File: src/rtl/port_irq_pkg.sv
package port_irq_pkg;
  localparam logic [1:0] ADDR_CTRL = 2'd0;
  localparam logic [1:0] ADDR_EN   = 2'd1;
  localparam logic [1:0] ADDR_POL  = 2'd2;
  localparam int CTRL_ACK  = 0;
  localparam int CTRL_IE   = 1;
  localparam int CTRL_MODE = 2;
  localparam int CTRL_FLAG = 3;
  localparam int CTRL_BITS = 4;
endpackage

File: src/rtl/pin_sync.sv
module pin_sync #(
  parameter int N = 4
) (
  input  logic         clk,
  input  logic         rst_n,
  input  logic [N-1:0] d_i,
  output logic [N-1:0] q_o
);
  for (genvar i = 0; i < N; i++) begin : g_bit
    logic s1_q, s2_q;
    always_ff @(posedge clk or negedge rst_n) begin
      if (!rst_n) begin
        s1_q <= 1'b0;
        s2_q <= 1'b0;
      end else begin
        s1_q <= d_i[i];
        s2_q <= s1_q;
      end
    end
    assign q_o[i] = s2_q;
  end
endmodule

File: src/rtl/pin_merge.sv
module pin_merge #(
  parameter int N = 4
) (
  input  logic [N-1:0] lvl_i,
  input  logic [N-1:0] en_i,
  input  logic [N-1:0] pol_i,
  output logic         line_o
);
  logic [N-1:0] active;
  for (genvar i = 0; i < N; i++) begin : g_adj
    assign active[i] = en_i[i] & ~(lvl_i[i] ^ pol_i[i]);
  end
  assign line_o = |active;
endmodule

File: src/rtl/irq_regs.sv
module irq_regs
  import port_irq_pkg::*;
#(
  parameter int N      = 4,
  parameter int DATA_W = 4
) (
  input  logic              clk,
  input  logic              rst_n,
  input  logic              wr_en_i,
  input  logic [1:0]        wr_addr_i,
  input  logic [DATA_W-1:0] wr_data_i,
  input  logic [1:0]        rd_addr_i,
  input  logic              flag_i,
  output logic [DATA_W-1:0] rd_data_o,
  output logic [N-1:0]      en_o,
  output logic [N-1:0]      pol_o,
  output logic              mode_o,
  output logic              ie_o,
  output logic              ack_o,
  output logic              cfg_wr_o
);
  logic wr_ctrl, wr_en_reg, wr_pol;

  assign wr_ctrl   = wr_en_i && (wr_addr_i == ADDR_CTRL);
  assign wr_en_reg = wr_en_i && (wr_addr_i == ADDR_EN);
  assign wr_pol    = wr_en_i && (wr_addr_i == ADDR_POL);
  assign ack_o     = wr_ctrl && wr_data_i[CTRL_ACK];
  assign cfg_wr_o  = wr_en_reg || wr_pol;

  always_ff @(posedge clk or negedge rst_n) begin
    if (!rst_n) begin
      en_o   <= '0;
      pol_o  <= '0;
      mode_o <= 1'b0;
      ie_o   <= 1'b0;
    end else begin
      if (wr_en_reg) en_o  <= wr_data_i[N-1:0];
      if (wr_pol)    pol_o <= wr_data_i[N-1:0];
      if (wr_ctrl) begin
        ie_o   <= wr_data_i[CTRL_IE];
        mode_o <= wr_data_i[CTRL_MODE];
      end
    end
  end

  always_comb begin
    rd_data_o = '0;
    case (rd_addr_i)
      ADDR_CTRL: begin
        rd_data_o[CTRL_IE]   = ie_o;
        rd_data_o[CTRL_MODE] = mode_o;
        rd_data_o[CTRL_FLAG] = flag_i;
      end
      ADDR_EN:  rd_data_o[N-1:0] = en_o;
      ADDR_POL: rd_data_o[N-1:0] = pol_o;
      default:  rd_data_o = '0;
    endcase
  end

  assert_en_write_R2: assert property (@(posedge clk) disable iff (!rst_n)
    wr_en_reg |=> (en_o == $past(wr_data_i[N-1:0])));
  assert_ack_reads_zero_R7: assert property (@(posedge clk) disable iff (!rst_n)
    (rd_addr_i == ADDR_CTRL) |-> !rd_data_o[CTRL_ACK]);
endmodule

File: src/rtl/irq_flag_unit.sv
module irq_flag_unit (
  input  logic clk,
  input  logic rst_n,
  input  logic line_i,
  input  logic mode_i,
  input  logic ack_i,
  input  logic cfg_wr_i,
  output logic flag_o
);
  logic prev_q, hold_q, edge_hit, clr;

  assign edge_hit = line_i && !prev_q && !hold_q;
  assign clr      = ack_i && !(mode_i && line_i);

  always_ff @(posedge clk or negedge rst_n) begin
    if (!rst_n) begin
      prev_q <= 1'b0;
      hold_q <= 1'b0;
      flag_o <= 1'b0;
    end else begin
      prev_q <= line_i;
      hold_q <= cfg_wr_i;
      if (edge_hit)  flag_o <= 1'b1;
      else if (clr)  flag_o <= 1'b0;
    end
  end

  assert_edge_sets_flag_R4: assert property (@(posedge clk) disable iff (!rst_n)
    (line_i && !prev_q && !hold_q) |=> flag_o);
  assert_level_hold_R9: assert property (@(posedge clk) disable iff (!rst_n)
    (flag_o && mode_i && line_i) |=> flag_o);
  assert_no_spurious_R10: assert property (@(posedge clk) disable iff (!rst_n)
    (hold_q && !flag_o) |=> !flag_o);
  assert_sticky_R5: assert property (@(posedge clk) disable iff (!rst_n)
    (flag_o && !ack_i) |=> flag_o);
endmodule

File: src/rtl/port_pin_irq.sv
module port_pin_irq
  import port_irq_pkg::*;
#(
  parameter int NPINS  = 4,
  localparam int DATA_W = (NPINS > CTRL_BITS) ? NPINS : CTRL_BITS
) (
  input  logic              clk,
  input  logic              rst_n,
  input  logic [NPINS-1:0]  pin_i,
  input  logic              stop_i,
  input  logic              wr_en_i,
  input  logic [1:0]        wr_addr_i,
  input  logic [DATA_W-1:0] wr_data_i,
  input  logic [1:0]        rd_addr_i,
  output logic [DATA_W-1:0] rd_data_o,
  output logic              irq_o,
  output logic              wake_o
);
  logic [NPINS-1:0] pin_s, en, pol;
  logic mode, ie, ack, cfg_wr, flag, line_sync, line_async;

  pin_sync #(.N(NPINS)) u_sync (
    .clk(clk), .rst_n(rst_n), .d_i(pin_i), .q_o(pin_s)
  );

  pin_merge #(.N(NPINS)) u_merge_sync (
    .lvl_i(pin_s), .en_i(en), .pol_i(pol), .line_o(line_sync)
  );

  pin_merge #(.N(NPINS)) u_merge_async (
    .lvl_i(pin_i), .en_i(en), .pol_i(pol), .line_o(line_async)
  );

  irq_regs #(.N(NPINS), .DATA_W(DATA_W)) u_regs (
    .clk(clk), .rst_n(rst_n), .wr_en_i(wr_en_i), .wr_addr_i(wr_addr_i),
    .wr_data_i(wr_data_i), .rd_addr_i(rd_addr_i), .flag_i(flag),
    .rd_data_o(rd_data_o), .en_o(en), .pol_o(pol), .mode_o(mode),
    .ie_o(ie), .ack_o(ack), .cfg_wr_o(cfg_wr)
  );

  irq_flag_unit u_flag (
    .clk(clk), .rst_n(rst_n), .line_i(line_sync), .mode_i(mode),
    .ack_i(ack), .cfg_wr_i(cfg_wr), .flag_o(flag)
  );

  assign irq_o  = flag && ie;
  assign wake_o = stop_i && line_async;

  assert_irq_gated_R6: assert property (@(posedge clk) disable iff (!rst_n)
    irq_o |-> (flag && ie));
endmodule

File: config.mk
export PLATFORM = sky130hd
export DESIGN_NAME = port_pin_irq
export DESIGN_NICKNAME = d
export VERILOG_FILES = /design/src/rtl/port_irq_pkg.sv /design/src/rtl/pin_sync.sv /design/src/rtl/pin_merge.sv /design/src/rtl/irq_regs.sv /design/src/rtl/irq_flag_unit.sv /design/src/rtl/port_pin_irq.sv
export SDC_FILE = /design/constraint.sdc
export NUM_CORES = 1
export LEC_CHECK = 0
export BUFFER_PORTS_ARGS = -buffer_cell sky130_fd_sc_hd__buf_2
export CAP_MARGIN = 5
export CORE_UTILIZATION = 55
export CTS_CLUSTER_DIAMETER = 40
export CTS_CLUSTER_SIZE = 20
export DETAILED_ROUTE_END_ITERATION = 10
export PLACE_DENSITY = 0.81
export SLEW_MARGIN = 20
export SYNTH_ARGS = -nofsm -noshare
export SYNTH_HDL_FRONTEND = slang
export SYNTH_HIERARCHICAL = 1
export SYNTH_SLANG_ARGS = --single-unit
File: constraint.sdc
create_clock -name clk -period 2.38 [get_ports clk]
set_clock_uncertainty 0.15 [all_clocks]
set_input_delay 0.357 -clock clk [delete_from_list [all_inputs] [get_ports clk]]
set_output_delay 0.357 -clock clk [all_outputs]
set_load 0.005 [all_outputs]
After elaboration in Yosys (flattened, before gate mapping) --
Index checks and enable logic that the tools add are counted.
Word-level totals: output and inout bits 6, register bits 21, input bits 16
Cells by class: equal/unequal tests 4, bitwise logic cells 24, reduce and logical (&&, ||, !) cells 19, multiplexer cells 4
Operators by type and width (number):
- logical AND 1 bit | 10
- one-hot mux 3 bit (3 select lines) | 1
- bitwise AND 1 bit | 8
- inverter 1 bit | 8
- OR reduction 4 bit | 2
- bitwise XOR 1 bit | 8
- == test 2 x 1 -> 1 bit (second input constant) | 2
- == test 2 bit (second input constant) | 2
- logical NOT 2 bit | 2
- logical NOT 1 bit | 3
- 2-to-1 mux 1 bit | 2
- one-hot mux 1 bit (2 select lines) | 1
- nonzero test 2 bit | 1
- logical OR 1 bit | 1

Logic depth before layout (Yosys ltp) --
word-level depth 9, mapped depth 5, depth with buffers taken out 4

Modules after synthesis --
The synthesis kept the hierarchy.
By module, submodules not included:
- irq_regs | sequential area each 250.2 um2, cells each 40, area each 524.3 um2, instances 1
- pin_sync | sequential area each 200.2 um2, cells each 12, area each 230.2 um2, instances 1
- pin_merge | sequential area each 0.0 um2, cells each 7, area each 53.8 um2, instances 2
- irq_flag_unit | sequential area each 75.1 um2, cells each 6, area each 96.3 um2, instances 1
- port_pin_irq | sequential area each 0.0 um2, cells each 2, area each 12.5 um2, instances 1

Worst setup path after synthesis --
OpenSTA, ideal clock, no wires.
kind input to output, from input port rd_addr_i[0], to output port rd_data_o[1], cell stages on the path 4, required time 1873 ps, arrival 988 ps, path buffers 0, setup slack 885 ps, cells stage by stage inv_1 > ha_1 > a222oi_1 > nor2_1
On the way: longest elaborated chain between the ends 2, elaborated cells between the ends (all ways) 4, those cells by class eq/ne: 2; mux: 1; reduce/logical: 1
Ends and longest elaborated chain:
- start, declared | line port_pin_irq.sv:14 | input logic [1:0] rd_addr_i,
- == test 2 bit, or another cell as far along | line irq_regs.sv:48 | case (rd_addr_i)
- one-hot mux 3 bit (3 select lines) (*) | line irq_regs.sv:48
- end, declared | line port_pin_irq.sv:15 | output logic [DATA_W-1:0] rd_data_o,
Every way passes the cells marked *; elsewhere a longest branch is shown, timed or not.

Worst setup path in the final report --
from register u_regs.pol_o[2], to output port wake_o
On the way: longest elaborated chain between the ends 5
Ends and longest elaborated chain:
- start, declared | line irq_regs.sv:16 | output logic [N-1:0] pol_o,
- start signal, assigned | line irq_regs.sv:38 | if (wr_pol) pol_o <= wr_data_i[N-1:0];
- bitwise XOR 1 bit | line pin_merge.sv:11 | assign active[i] = en_i[i] & ~(lvl_i[i] ^ pol_i[i]);
- inverter 1 bit | line pin_merge.sv:11
- bitwise AND 1 bit | line pin_merge.sv:11
- OR reduction 4 bit | line pin_merge.sv:13 | assign line_o = |active;
- via line_async | line port_pin_irq.sv:20 | logic mode, ie, ack, cfg_wr, flag, line_sync, line_async;
- logical AND 1 bit | line port_pin_irq.sv:47 | assign wake_o = stop_i && line_async;
- end, declared | line port_pin_irq.sv:17 | output logic wake_o
The timed path passes the listed nets, and every way through them passes these cells.

==> flow_summary.yaml <==
run_status:
  status: "complete, no violations"
drt:
  via_per_inst: 5.72
  drc: 0
  routedWlPerCell_um: 14.8
  vias: 641
  antenna_left: 0
  drtPass1Iterations: 7
  drt_iter0_markers: 21
  drt-total-wl_mm: 1.66
sta:
  report.final.slew_viol_count: 0
  rsz0062_at_grt: "no"
  fin_crit_sh_pct: 83.3
  max_freq_mhz: 504
  relSlewSlack_pct: 69.5
  worst_slack_ns: 0.396
  period_minus_slack_ns: 1.98
  fin_tns_setup_ns: 0
  tightest_slew_ns: 0.457
  hold_viol: 0
  setup_violations: 0
die:
  die_area_sq_mm: 0.00194
  core_area_sq_mm: 0.00158
  die_h_um: 44.0
  row_count: 14
  initial_core_util_pct: 61.6
  die_w_um: 44.0
  io_pins: 22
logic_synthesis:
  syn-cell-area_sq_um: 971
  async_flop_share_pct: 100
  syn_nets: 94
  synth_edf_count: 0
  synth_area_per_cell_sq_um: 13.1
  ys_ff_latch: 21
  synth.top_cell.area_share_pct: 54.1
  syn_inst: 74
  yosysWarnings: 6
  synth.most_common_cell: "dfrtp_1"
  ys.flop_type: "dfrtp_1"
  ys_seq_area_share_pct: 54.1
  synth_common_cells: "dfrtp_1, mux2_2, xnor2_1, a22oi_1"
  synth_area_leader_cell: "dfrtp_1"
  yosys-top-cells-area: "dfrtp_1, mux2_2, xnor2_1, ha_1, a22oi_1"
  synthDistinctLibCells: 17
min_path:
  min_from: "pin_i[0]"
  hold_path_class: "in -> reg"
setup_path:
  crit_path_top_delay_cell: "dfrtp_1"
  path_buf_inv: 1
  cp_slowest_stage_delay_ns: 0.46
  critPathLaunch: "u_regs/pol_o[2]"
  cp_cell_sequence: "xnor2_1 -> a22oi_1 -> nand2_1 -> and2_1 -> buf_2"
  timing.rr.start: "u_regs/pol_o[3]"
  crit_path_max_fanout: 4
  cp_data_arrival_time_ns: 1.48
  cp.required_ns: 1.87
  path_delay_family: "flip-flops"
  endpoint_kind: "primary output"
  critPathKind: "reg -> out"
  cp-start-kind: "register"
pwr:
  switching_share_pct: 28.8
  p_seq_share_pct: 56.4
  finalPower_mw: 0.805
  p_int_mw: 0.573
  switching_power_mw: 0.232
  peakVddDrop_uv: 484
  leakage_nw: 0.510
  comb_power_share_pct: 22.0
  pwr-share-clk_pct: 21.6
  powerDensity_mw_per_mm2: 728
global_routing:
  overflow: 0
  antenna_found_initial: 0
  gr-usage-all-layers_pct: 19.4
  grt_start_max_net_pins: 22
  grt_pass1_wl_mm: 2.73
  grt_pass1_vias: 651
clock_network:
  numCtsBuffers: 3
  cts_root_buf: "clkbuf_4"
  clock_latency_ns: 0.30
  clock-sinks: 21
  cts_setup_buffers: 0
  clock_path_buffers: 2
  cts_tree: "done"
  htree_levels: 1
  path_clk_slew_ns: 0.12
  cts.repair.resized: 0
placed_design:
  pre_cts_ws_ns: 0.598
  port_buffers: 21
  hpwl_mm: 1.28
  gp_congestion: 0.758
job:
  maxCapViolCount: 0
cells_and_area:
  area_growth_pct: 13.9
  nets: 117
  antenna_cells: 0
  drive_above_1_share_pct: 37.5
[power by group through the flow]
stage / Combinational, mW / Clock, mW / Sequential [mW]
after CTS: 0.179 / 0.181 / 0.455
after detailed placement: 0.178 / 0 / 0.462
final: 0.177 / 0.174 / 0.454
after global routing: 0.195 / 0.194 / 0.461
after global placement: 0.167 / 0 / 0.462
after floorplan: 0.122 / 0 / 0.446
[metal layers]
metal  GRT usage, %  wire, um  vias up
li1               -         -      304
met1           25.3       747      315
met2           33.5       837       20
met3           2.86        58        2
met4           5.45        18        0
met5              0         0        -
[final timing paths]
path	slack (ns)	cells past startpoint	to
max	0.40	5	wake_o
min	0.02	1	u_sync/g_bit[0].s1_q
max reg2reg	1.00	4	u_flag/flag_o
min reg2reg	0.21	0	u_sync/g_bit[0].s2_q
max in group asynchronous	1.39	2	u_flag/flag_o
min in group asynchronous	0.38	2	u_sync/g_bit[1].s1_q
[sequential cells by signal, indices dropped and copies added, names as in the netlist]
register	flops
u_regs/pol_o	4
u_regs/en_o	4
u_flag/prev_q	1
u_regs/mode_o	1
u_regs/ie_o	1
u_sync/g_bit.s2_q	4
u_sync/g_bit.s1_q	4
u_flag/flag_o	1
u_flag/hold_q	1
[cell usage in the layout, fill, tap and decap left out]
cell type      synthesis  final
dfrtp_1               21     21
clkinvlp_4             0      1
a222oi_1               3      3
nand2_1                2      2
nor2b_1                1      1
buf_2                  0     21
a22o_1                 1      1
o2bb2ai_1              1      1
nand3b_1               2      2
xnor2_1                8      8
ha_1                   4      4
and2_1                 4      4
inv_1                  3      3
xor2_1                 1      1
dlygate4sd3_1          0      1
mux2_2                10     10
clkbuf_4               0      3
nor2_1                 3      3
a22oi_1                5      5
nor3b_2                1      1
[through the flow]
stage               instance area, sq um  utilization (%)  hold slack [ns]  cells
finish                              1110             70.2           0.0212    112
global route                        1110             70.2          0.00202    112
CTS                                 1110             70.2           0.0113    112
detailed placement                  1070             67.6            0.182    107
global placement                    1070             67.6            0.174    107
floorplan                            971                -          -0.0886     74
[kinds of logic (layout without fill, tap and decap cells)]
kind of cell	count (synthesis)	count (layout)	synth area share [%]
flops	21	21	54.1
mux	10	10	11.6
buf+inv	7	29	4.25
fa+ha+maj	4	4	5.15
compound gates	10	10	8.76
xor+xnor	9	9	8.12
simple gates	13	13	7.99
[cell type report]
cell class | instances | area [sq um]
fillers | 105 | 470
inverters | 3 | 11.3
well taps | 16 | 20.0
flip-flops and latches | 21 | 526
repair buffers | 22 | 115
multi-input cells | 46 | 404
clock inverters | 1 | 7.51
clock buffers | 3 | 22.5
[repair_timing]
item / 4_1_cts / 5_1_grt
hold buffers: 1 / 0
hold endpoints to repair: 21 / 0
endpoints found under the setup margin: 0 / 0
[worst reg2reg max path, stage by stage, from the launching register on]
cell	delay, ns
dfrtp_1	0.45
xnor2_1	0.15
a22oi_1	0.20
nand2_1	0.12
a22o_1	0.22
(Power assumes the default switching activity.)
